==> src/rtl/mshr_pkg.sv <==
package mshr_pkg;

    localparam int SLOTS   = 4;
    localparam int SLOT_W  = $clog2(SLOTS);
    localparam int CNT_W   = $clog2(SLOTS + 1);
    localparam int OFS_W   = 4;
    localparam int WORDS   = 1 << OFS_W;
    localparam int ID_W    = 2;
    localparam int WORD_W  = 32;
    localparam int LINE_W  = WORDS * WORD_W;

    typedef struct packed {
        logic [OFS_W-1:0]  ofs;
        logic [ID_W-1:0]   id;
        logic              wr;
        logic [WORD_W-1:0] data;
    } target_t;

    typedef enum logic [1:0] {
        MK_NONE,
        MK_PRIMARY,
        MK_SECONDARY,
        MK_STALL
    } miss_kind_e;

    function automatic logic [LINE_W-1:0] merge_word(
        input logic [LINE_W-1:0] line,
        input logic [OFS_W-1:0]  ofs,
        input logic [WORD_W-1:0] w
    );
        logic [LINE_W-1:0] r;
        r = line;
        r[ofs*WORD_W +: WORD_W] = w;
        return r;
    endfunction

endpackage

==> src/rtl/mshr_lookup.sv <==
module mshr_lookup #(
    parameter int ENTRIES = 4,
    parameter int ADDR_W  = 26,
    parameter int IDX_W   = 2
) (
    input  logic [ENTRIES-1:0]             vld,
    input  logic [ENTRIES-1:0][ADDR_W-1:0] tags,
    input  logic [ADDR_W-1:0]              key,
    output logic                           hit,
    output logic [IDX_W-1:0]               hit_idx,
    output logic                           free_found,
    output logic [IDX_W-1:0]               free_idx
);

    logic [ENTRIES-1:0] match;

    for (genvar g = 0; g < ENTRIES; g++) begin : g_cmp
        assign match[g] = vld[g] && (tags[g] == key);
    end

    always_comb begin
        hit     = |match;
        hit_idx = '0;
        for (int i = 0; i < ENTRIES; i++) begin
            if (match[i]) hit_idx = IDX_W'(i);
        end
    end

    always_comb begin
        free_found = ~&vld;
        free_idx   = '0;
        for (int i = ENTRIES - 1; i >= 0; i--) begin
            if (!vld[i]) free_idx = IDX_W'(i);
        end
    end

endmodule

==> src/rtl/mshr_replay.sv <==
module mshr_replay
    import mshr_pkg::*;
#(
    parameter int ADDR_W = 26,
    parameter int IDX_W  = 2
) (
    input  logic              clk,
    input  logic              rst,
    input  logic              start,
    input  logic [IDX_W-1:0]  start_idx,
    input  logic [LINE_W-1:0] start_line,
    input  target_t           cur_tgt,
    input  logic [CNT_W-1:0]  cur_cnt,
    input  logic [ADDR_W-1:0] cur_addr,
    output logic              busy,
    output logic [IDX_W-1:0]  idx,
    output logic [SLOT_W-1:0] slot,
    output logic              retire,
    output logic [WORD_W-1:0] rd_word,
    output logic              line_out_valid,
    output logic [ADDR_W-1:0] line_out_addr,
    output logic [LINE_W-1:0] line_out_data
);

    logic [LINE_W-1:0] line_q;
    logic [LINE_W-1:0] merged;

    assign rd_word = line_q[cur_tgt.ofs*WORD_W +: WORD_W];
    assign merged  = cur_tgt.wr ? merge_word(line_q, cur_tgt.ofs, cur_tgt.data) : line_q;
    assign retire  = busy && ((CNT_W'(slot) + CNT_W'(1)) == cur_cnt);

    always_ff @(posedge clk) begin
        if (rst) begin
            busy           <= 1'b0;
            idx            <= '0;
            slot           <= '0;
            line_q         <= '0;
            line_out_valid <= 1'b0;
            line_out_addr  <= '0;
            line_out_data  <= '0;
        end else begin
            line_out_valid <= 1'b0;
            if (busy) begin
                line_q <= merged;
                slot   <= slot + SLOT_W'(1);
                if (retire) begin
                    busy           <= 1'b0;
                    line_out_valid <= 1'b1;
                    line_out_addr  <= cur_addr;
                    line_out_data  <= merged;
                end
            end else if (start) begin
                busy   <= 1'b1;
                idx    <= start_idx;
                slot   <= '0;
                line_q <= start_line;
            end
        end
    end

endmodule

==> src/rtl/mshr_file.sv <==
module mshr_file
    import mshr_pkg::*;
#(
    parameter int ENTRIES = 4,
    parameter int ADDR_W  = 26,
    localparam int IDX_W  = (ENTRIES > 1) ? $clog2(ENTRIES) : 1
) (
    input  logic              clk,
    input  logic              rst,
    input  logic              miss_valid,
    input  logic [ADDR_W-1:0] miss_addr,
    input  logic [OFS_W-1:0]  miss_ofs,
    input  logic [ID_W-1:0]   miss_id,
    input  logic              miss_wr,
    input  logic [WORD_W-1:0] miss_wdata,
    output logic              miss_primary,
    output logic              miss_secondary,
    output logic              miss_stall,
    output logic              fill_req_valid,
    output logic [ADDR_W-1:0] fill_req_addr,
    output logic [IDX_W-1:0]  fill_req_idx,
    input  logic              fill_rsp_valid,
    input  logic [IDX_W-1:0]  fill_rsp_idx,
    input  logic [LINE_W-1:0] fill_rsp_line,
    output logic              replay_busy,
    output logic              rpl_valid,
    output logic              rpl_wr,
    output logic [OFS_W-1:0]  rpl_ofs,
    output logic [ID_W-1:0]   rpl_id,
    output logic [WORD_W-1:0] rpl_data,
    output logic [ADDR_W-1:0] rpl_addr,
    output logic              line_out_valid,
    output logic [ADDR_W-1:0] line_out_addr,
    output logic [LINE_W-1:0] line_out_data
);

    logic [ENTRIES-1:0]             vld;
    logic [ENTRIES-1:0][ADDR_W-1:0] tags;
    logic [CNT_W-1:0]               cnt  [ENTRIES];
    target_t                        tgts [ENTRIES][SLOTS];

    logic             hit, free_found;
    logic [IDX_W-1:0] hit_idx, free_idx;

    logic              rp_busy, rp_retire;
    logic [IDX_W-1:0]  rp_idx;
    logic [SLOT_W-1:0] rp_slot;
    logic [WORD_W-1:0] rp_rd_word;
    target_t           cur_tgt;
    target_t           new_tgt;
    miss_kind_e        kind;
    logic              start;

    mshr_lookup #(.ENTRIES(ENTRIES), .ADDR_W(ADDR_W), .IDX_W(IDX_W)) u_lookup (
        .vld        (vld),
        .tags       (tags),
        .key        (miss_addr),
        .hit        (hit),
        .hit_idx    (hit_idx),
        .free_found (free_found),
        .free_idx   (free_idx)
    );

    assign cur_tgt = tgts[rp_idx][rp_slot];
    assign start   = fill_rsp_valid && vld[fill_rsp_idx];

    mshr_replay #(.ADDR_W(ADDR_W), .IDX_W(IDX_W)) u_replay (
        .clk            (clk),
        .rst            (rst),
        .start          (start),
        .start_idx      (fill_rsp_idx),
        .start_line     (fill_rsp_line),
        .cur_tgt        (cur_tgt),
        .cur_cnt        (cnt[rp_idx]),
        .cur_addr       (tags[rp_idx]),
        .busy           (rp_busy),
        .idx            (rp_idx),
        .slot           (rp_slot),
        .retire         (rp_retire),
        .rd_word        (rp_rd_word),
        .line_out_valid (line_out_valid),
        .line_out_addr  (line_out_addr),
        .line_out_data  (line_out_data)
    );

    // Classification of the presented miss
    always_comb begin
        kind = MK_NONE;
        if (miss_valid) begin
            if (hit) begin
                if ((rp_busy && hit_idx == rp_idx) || cnt[hit_idx] == CNT_W'(SLOTS))
                    kind = MK_STALL;
                else
                    kind = MK_SECONDARY;
            end else if (free_found) begin
                kind = MK_PRIMARY;
            end else begin
                kind = MK_STALL;
            end
        end
    end

    assign miss_primary   = (kind == MK_PRIMARY);
    assign miss_secondary = (kind == MK_SECONDARY);
    assign miss_stall     = (kind == MK_STALL);

    assign new_tgt = '{ofs: miss_ofs, id: miss_id, wr: miss_wr, data: miss_wdata};

    // Entry state: valid, tag, target count, fill request
    always_ff @(posedge clk) begin
        if (rst) begin
            vld            <= '0;
            tags           <= '0;
            fill_req_valid <= 1'b0;
            fill_req_addr  <= '0;
            fill_req_idx   <= '0;
            for (int i = 0; i < ENTRIES; i++) cnt[i] <= '0;
        end else begin
            fill_req_valid <= (kind == MK_PRIMARY);
            fill_req_addr  <= miss_addr;
            fill_req_idx   <= free_idx;
            if (kind == MK_PRIMARY) begin
                vld[free_idx]  <= 1'b1;
                tags[free_idx] <= miss_addr;
                cnt[free_idx]  <= CNT_W'(1);
            end else if (kind == MK_SECONDARY) begin
                cnt[hit_idx] <= cnt[hit_idx] + CNT_W'(1);
            end
            if (rp_retire) vld[rp_idx] <= 1'b0;
        end
    end

    // Target slots and write buffer (no reset needed, guarded by counts)
    always_ff @(posedge clk) begin
        if (kind == MK_PRIMARY)
            tgts[free_idx][0] <= new_tgt;
        else if (kind == MK_SECONDARY)
            tgts[hit_idx][cnt[hit_idx][SLOT_W-1:0]] <= new_tgt;
    end

    assign replay_busy = rp_busy;
    assign rpl_valid   = rp_busy;
    assign rpl_wr      = cur_tgt.wr;
    assign rpl_ofs     = cur_tgt.ofs;
    assign rpl_id      = cur_tgt.id;
    assign rpl_data    = cur_tgt.wr ? cur_tgt.data : rp_rd_word;
    assign rpl_addr    = tags[rp_idx];

endmodule

==> config.mk <==
export PLATFORM = sky130hd
export DESIGN_NAME = mshr_file
export DESIGN_NICKNAME = d
export VERILOG_FILES = /design/src/rtl/mshr_pkg.sv /design/src/rtl/mshr_lookup.sv /design/src/rtl/mshr_replay.sv /design/src/rtl/mshr_file.sv
export SDC_FILE = /design/constraint.sdc
export NUM_CORES = 2
export LEC_CHECK = 0
export ABC_CLOCK_PERIOD_IN_PS = 8600
export CORE_AREA = 2 2 472 474
export DETAILED_ROUTE_END_ITERATION = 6
export DIE_AREA = 0 0 474 476
export HOLD_SLACK_MARGIN = 0.15
export PLACE_DENSITY = 0.67
export SLEW_MARGIN = 20
export SYNTH_ARGS = -nofsm -noshare
export SYNTH_HDL_FRONTEND = slang
export SYNTH_SLANG_ARGS = --single-unit
==> constraint.sdc <==
create_clock -name clk -period 8.6 [get_ports clk]
set_clock_uncertainty 0.2 [all_clocks]
set_input_delay 1.72 -clock clk [delete_from_list [all_inputs] [get_ports clk]]
set_output_delay 1.72 -clock clk [all_outputs]
set_load 0.05 [all_outputs]
==> results.ini <==
[status]
status=finished with violations
violations=DRC

[timing]
setup_viol=0
clock.fmax_ghz=0.119
min_period_ns=8.37
holdWs_ns=0.239
finalCritPeriodShare_pct=97.3
tns_ns=0
finalWorstSetupSlack_ns=0.229
relSlewSlack_pct=11.3
worstMarginPinSlew_ns=1.33
rsz0062_at_grt=no
hold_viol=0
slew_violations=0

[placement]
dp_slack_ns=0.313
dp_cells=12024
hpwlAfterDp_um=356000
numPortBuffers=1220
finalWeightedCongestion=1.02

[synth]
syn_inst=8403
synth_edf_count=636
async_flop_share_pct=0
ys_seq_area_share_pct=53.7
synth_cell_types=70
synth_area_um2=80200
syn-num-nets=8996
synth_area_per_cell_um2=9.54
synth-warning-count=0
synth_seq_cells=1831
synthFlopType=dfxtp_1

[worst_setup_path]
crit_chain=clkdlybuf4s50_1 -> xnor2_1 -> nand4_1 -> or4_1 -> or2_2 -> nor2_1 -> a221o_1 -> ha_1 -> a21boi_1 -> nor3_1 -> a211o_1 -> a31oi_1 -> buf_4 -> buf_12
cp_slowest_cell=clkdlybuf4s50_1
worst-endpoint-arrival_ns=6.45
cp-end-kind=primary output
r2r_setup_slack_ns=1.27
crit_fanout=9
start_kind=primary input
ff2ff_path_depth=14
critical_path_class=primary input to primary output
regToRegEndpoint=u_replay.line_q[386]
critPathMaxStageDelay_ns=0.74
required_ns=6.68

[hold_path]
hold_class=flop to flop
holdPathStages=2
min_to=u_replay.line_out_data[402]
min_from=u_replay.line_out_data[402]

[cells_and_area]
n_fill_cell=20921
stdcell_count=12429
area_growth_pct=27.4
final_nets=9845
layout-drive-gt1-share_pct=9.19

[job]
drv_cap=0

[clock_network]
cts_hold_buffers=0
ctsResizeCount=0
cts_buffer_depth=3
cts_tree=built
cts_made_buffers=200
clk-insertion-delay-late_ns=0.93
clk_pin_slew_worst_paths_ns=0.06
clkSinkCount=1831
clockRootBuffer=clkbuf_16
cts_post_setup_buffers_inserted=0
htree_levels=4

[die]
die_y_um=476
dieArea_um2=226000
fp-row-count=173
core_area_um2=221000
io-pin-count=1221
die_x_um=474
start_util_pct=36.3

[detailed_routing]
first_pass_iters=7
ant_nets=0
drc_errors=5
drt_iter0_drc=12614
drt-vias-per-instance=6.25
vias=77725
routedWlPerCell_um=38.6
wl_um=479000

[pwr]
sequentialPowerShare_pct=42.0
internal_power_mw=15.4
p_comb_share_pct=19.1
leakage_nw=34.7
power_density_nw_per_um2=225
p_clk_share_pct=38.8
p_sw_mw=7.57
p_sw_share_pct=33.0
vdd_drop_max_mv=0.241

[global_route]
track_usage_pct=40.8
overflow=0
grt_pass1_vias=71495
grt_first_pass_wirelength_um=628000
grt_max_degree=250
antenna_found_initial=74

-- per-layer routing --
metal | vias up | global-route usage, % | routed length (um)
li1 | 32140 | - | -
met1 | 38542 | 51.7 | 179000
met2 | 5811 | 57.5 | 196000
met3 | 1190 | 13.9 | 61000
met4 | 42 | 30.3 | 42600
met5 | - | 0 | 272
-- metrics by stage --
stage	total power [mW]	area [um2]	utilization, %
after floorplan	11.6	80200	-
after global placement	14.0	95200	43.1
after detailed placement	14.0	95300	43.1
after CTS	22.8	102000	46.1
after global routing	23.3	102000	46.2
final	23.0	102000	46.2
-- cells in the final DEF (no fill, tap or decap), types with 10 or more instances in the layout --
cell / netlist / final
buf_4: 2 / 207
buf_12: 0 / 20
nor4_1: 80 / 76
a31oi_1: 141 / 141
xor2_1: 34 / 34
a311oi_1: 24 / 20
o22ai_1: 14 / 14
clkinv_2: 0 / 50
dfxtp_1: 1195 / 1188
clkbuf_8: 0 / 23
o32ai_1: 19 / 19
inv_1: 16 / 13
o221ai_1: 41 / 41
diode_2: 0 / 35
a21oi_1: 745 / 745
o21ai_0: 402 / 402
clkdlybuf4s50_1: 0 / 1193
nor3_1: 152 / 146
mux4_2: 219 / 219
and3_1: 230 / 230
nor2_4: 0 / 14
nor2_1: 1030 / 1010
bufinv_16: 0 / 14
nor2b_1: 31 / 31
nand2_1: 1410 / 1406
nand3_1: 236 / 230
a211oi_1: 199 / 198
o211ai_1: 94 / 94
clkbuf_16: 0 / 202
clkbuf_1: 635 / 40
a2111oi_0: 207 / 207
nand4_1: 77 / 77
xnor2_1: 76 / 76
a22oi_1: 22 / 22
edfxtp_1: 636 / 636
clkinvlp_4: 0 / 10
mux2i_1: 176 / 176
-- power by group through the flow --
stage / Sequential (mW) / Combinational, mW / Clock, mW
after global placement: 9.80 / 4.16 / 0
after CTS: 9.62 / 4.20 / 8.93
after floorplan: 9.84 / 1.80 / 0
after global routing: 9.65 / 4.41 / 9.25
after detailed placement: 9.81 / 4.18 / 0
final: 9.65 / 4.39 / 8.92
-- synth_stat cells (9+ instances only) --
cell,instances,area [um2]
nand2_1,1410,5290
dfxtp_1,1195,23900
nor2_1,1030,3870
a21oi_1,745,3730
edfxtp_1,636,19100
clkbuf_1,635,2380
o21ai_0,402,2010
nand3_1,236,1180
and3_1,230,1440
mux4_2,219,4930
a2111oi_0,207,1810
a211oi_1,199,1490
mux2i_1,176,1760
nor3_1,152,761
a31oi_1,141,882
buf_2,97,485
o211ai_1,94,706
nor4_1,80,500
nand4_1,77,482
xnor2_1,76,666
buf_1,42,158
o221ai_1,41,359
xor2_1,34,298
nor2b_1,31,194
a311oi_1,24,210
a22oi_1,22,165
o32ai_1,19,166
inv_1,16,60.1
o22ai_1,14,87.6
ha_1,10,125
o31ai_1,9,67.6
-- how the worst max path moves through the flow --
stage	startpoint	to	slack, ns	depth (start not counted)
after floorplan	miss_addr[7]	tgts[0][0]	0.58	11
after global placement	miss_addr[16]	miss_stall	0.22	14
after detailed placement	miss_addr[7]	miss_stall	0.31	14
after CTS	miss_addr[16]	miss_stall	0.28	14
after global routing	miss_addr[7]	miss_stall	0.01	14
final	miss_addr[7]	miss_stall	0.23	14
-- final cells by class --
cell class | count | area, um2 | area share (%)
clock buffer | 265 | 5520 | 5.41
inverter | 20 | 108 | 0.105
antenna | 35 | 87.6 | 0.0858
tap | 2975 | 3720 | 3.65
sequential | 1831 | 43000 | 42.1
clock inverter | 104 | 1210 | 1.18
timing repair buffer | 1425 | 14000 | 13.7
multi-input combinational | 5774 | 34400 | 33.7
-- sequential cells by signal (all words and copies together) (netlist names), named ones only --
signal,flops
fill_req_idx,2
u_replay.slot,2
fill_req_addr,26
u_replay.line_q,512
u_replay.line_out_addr,26
vld,4
u_replay.idx,2
u_replay.line_out_data,512
cnt,12
u_replay.busy,1
tgts,624
tags,104
fill_req_valid,1
u_replay.line_out_valid,1
-- cells by family after synthesis --
kind of cell,share of synthesized area (%)
DFF,53.7
muxes,8.39
xor gates and xnor gates,1.22
buffers and inverters,3.92
adders and majority gates,0.156
AOI/OAI and AO/OA,15.1
and+or+nand+nor,17.6
-- worst max-delay path, delay by kind of cell --
kind	cells	cell delay, ns
adder cells (fa/ha/maj)	1	0.28
AND/OR/NAND/NOR	5	1.47
AO/OA/AOI/OAI	4	1.47
buffers and inverters	3	1.05
XOR/XNOR	1	0.43
Power figures use the tool's default switching activity.
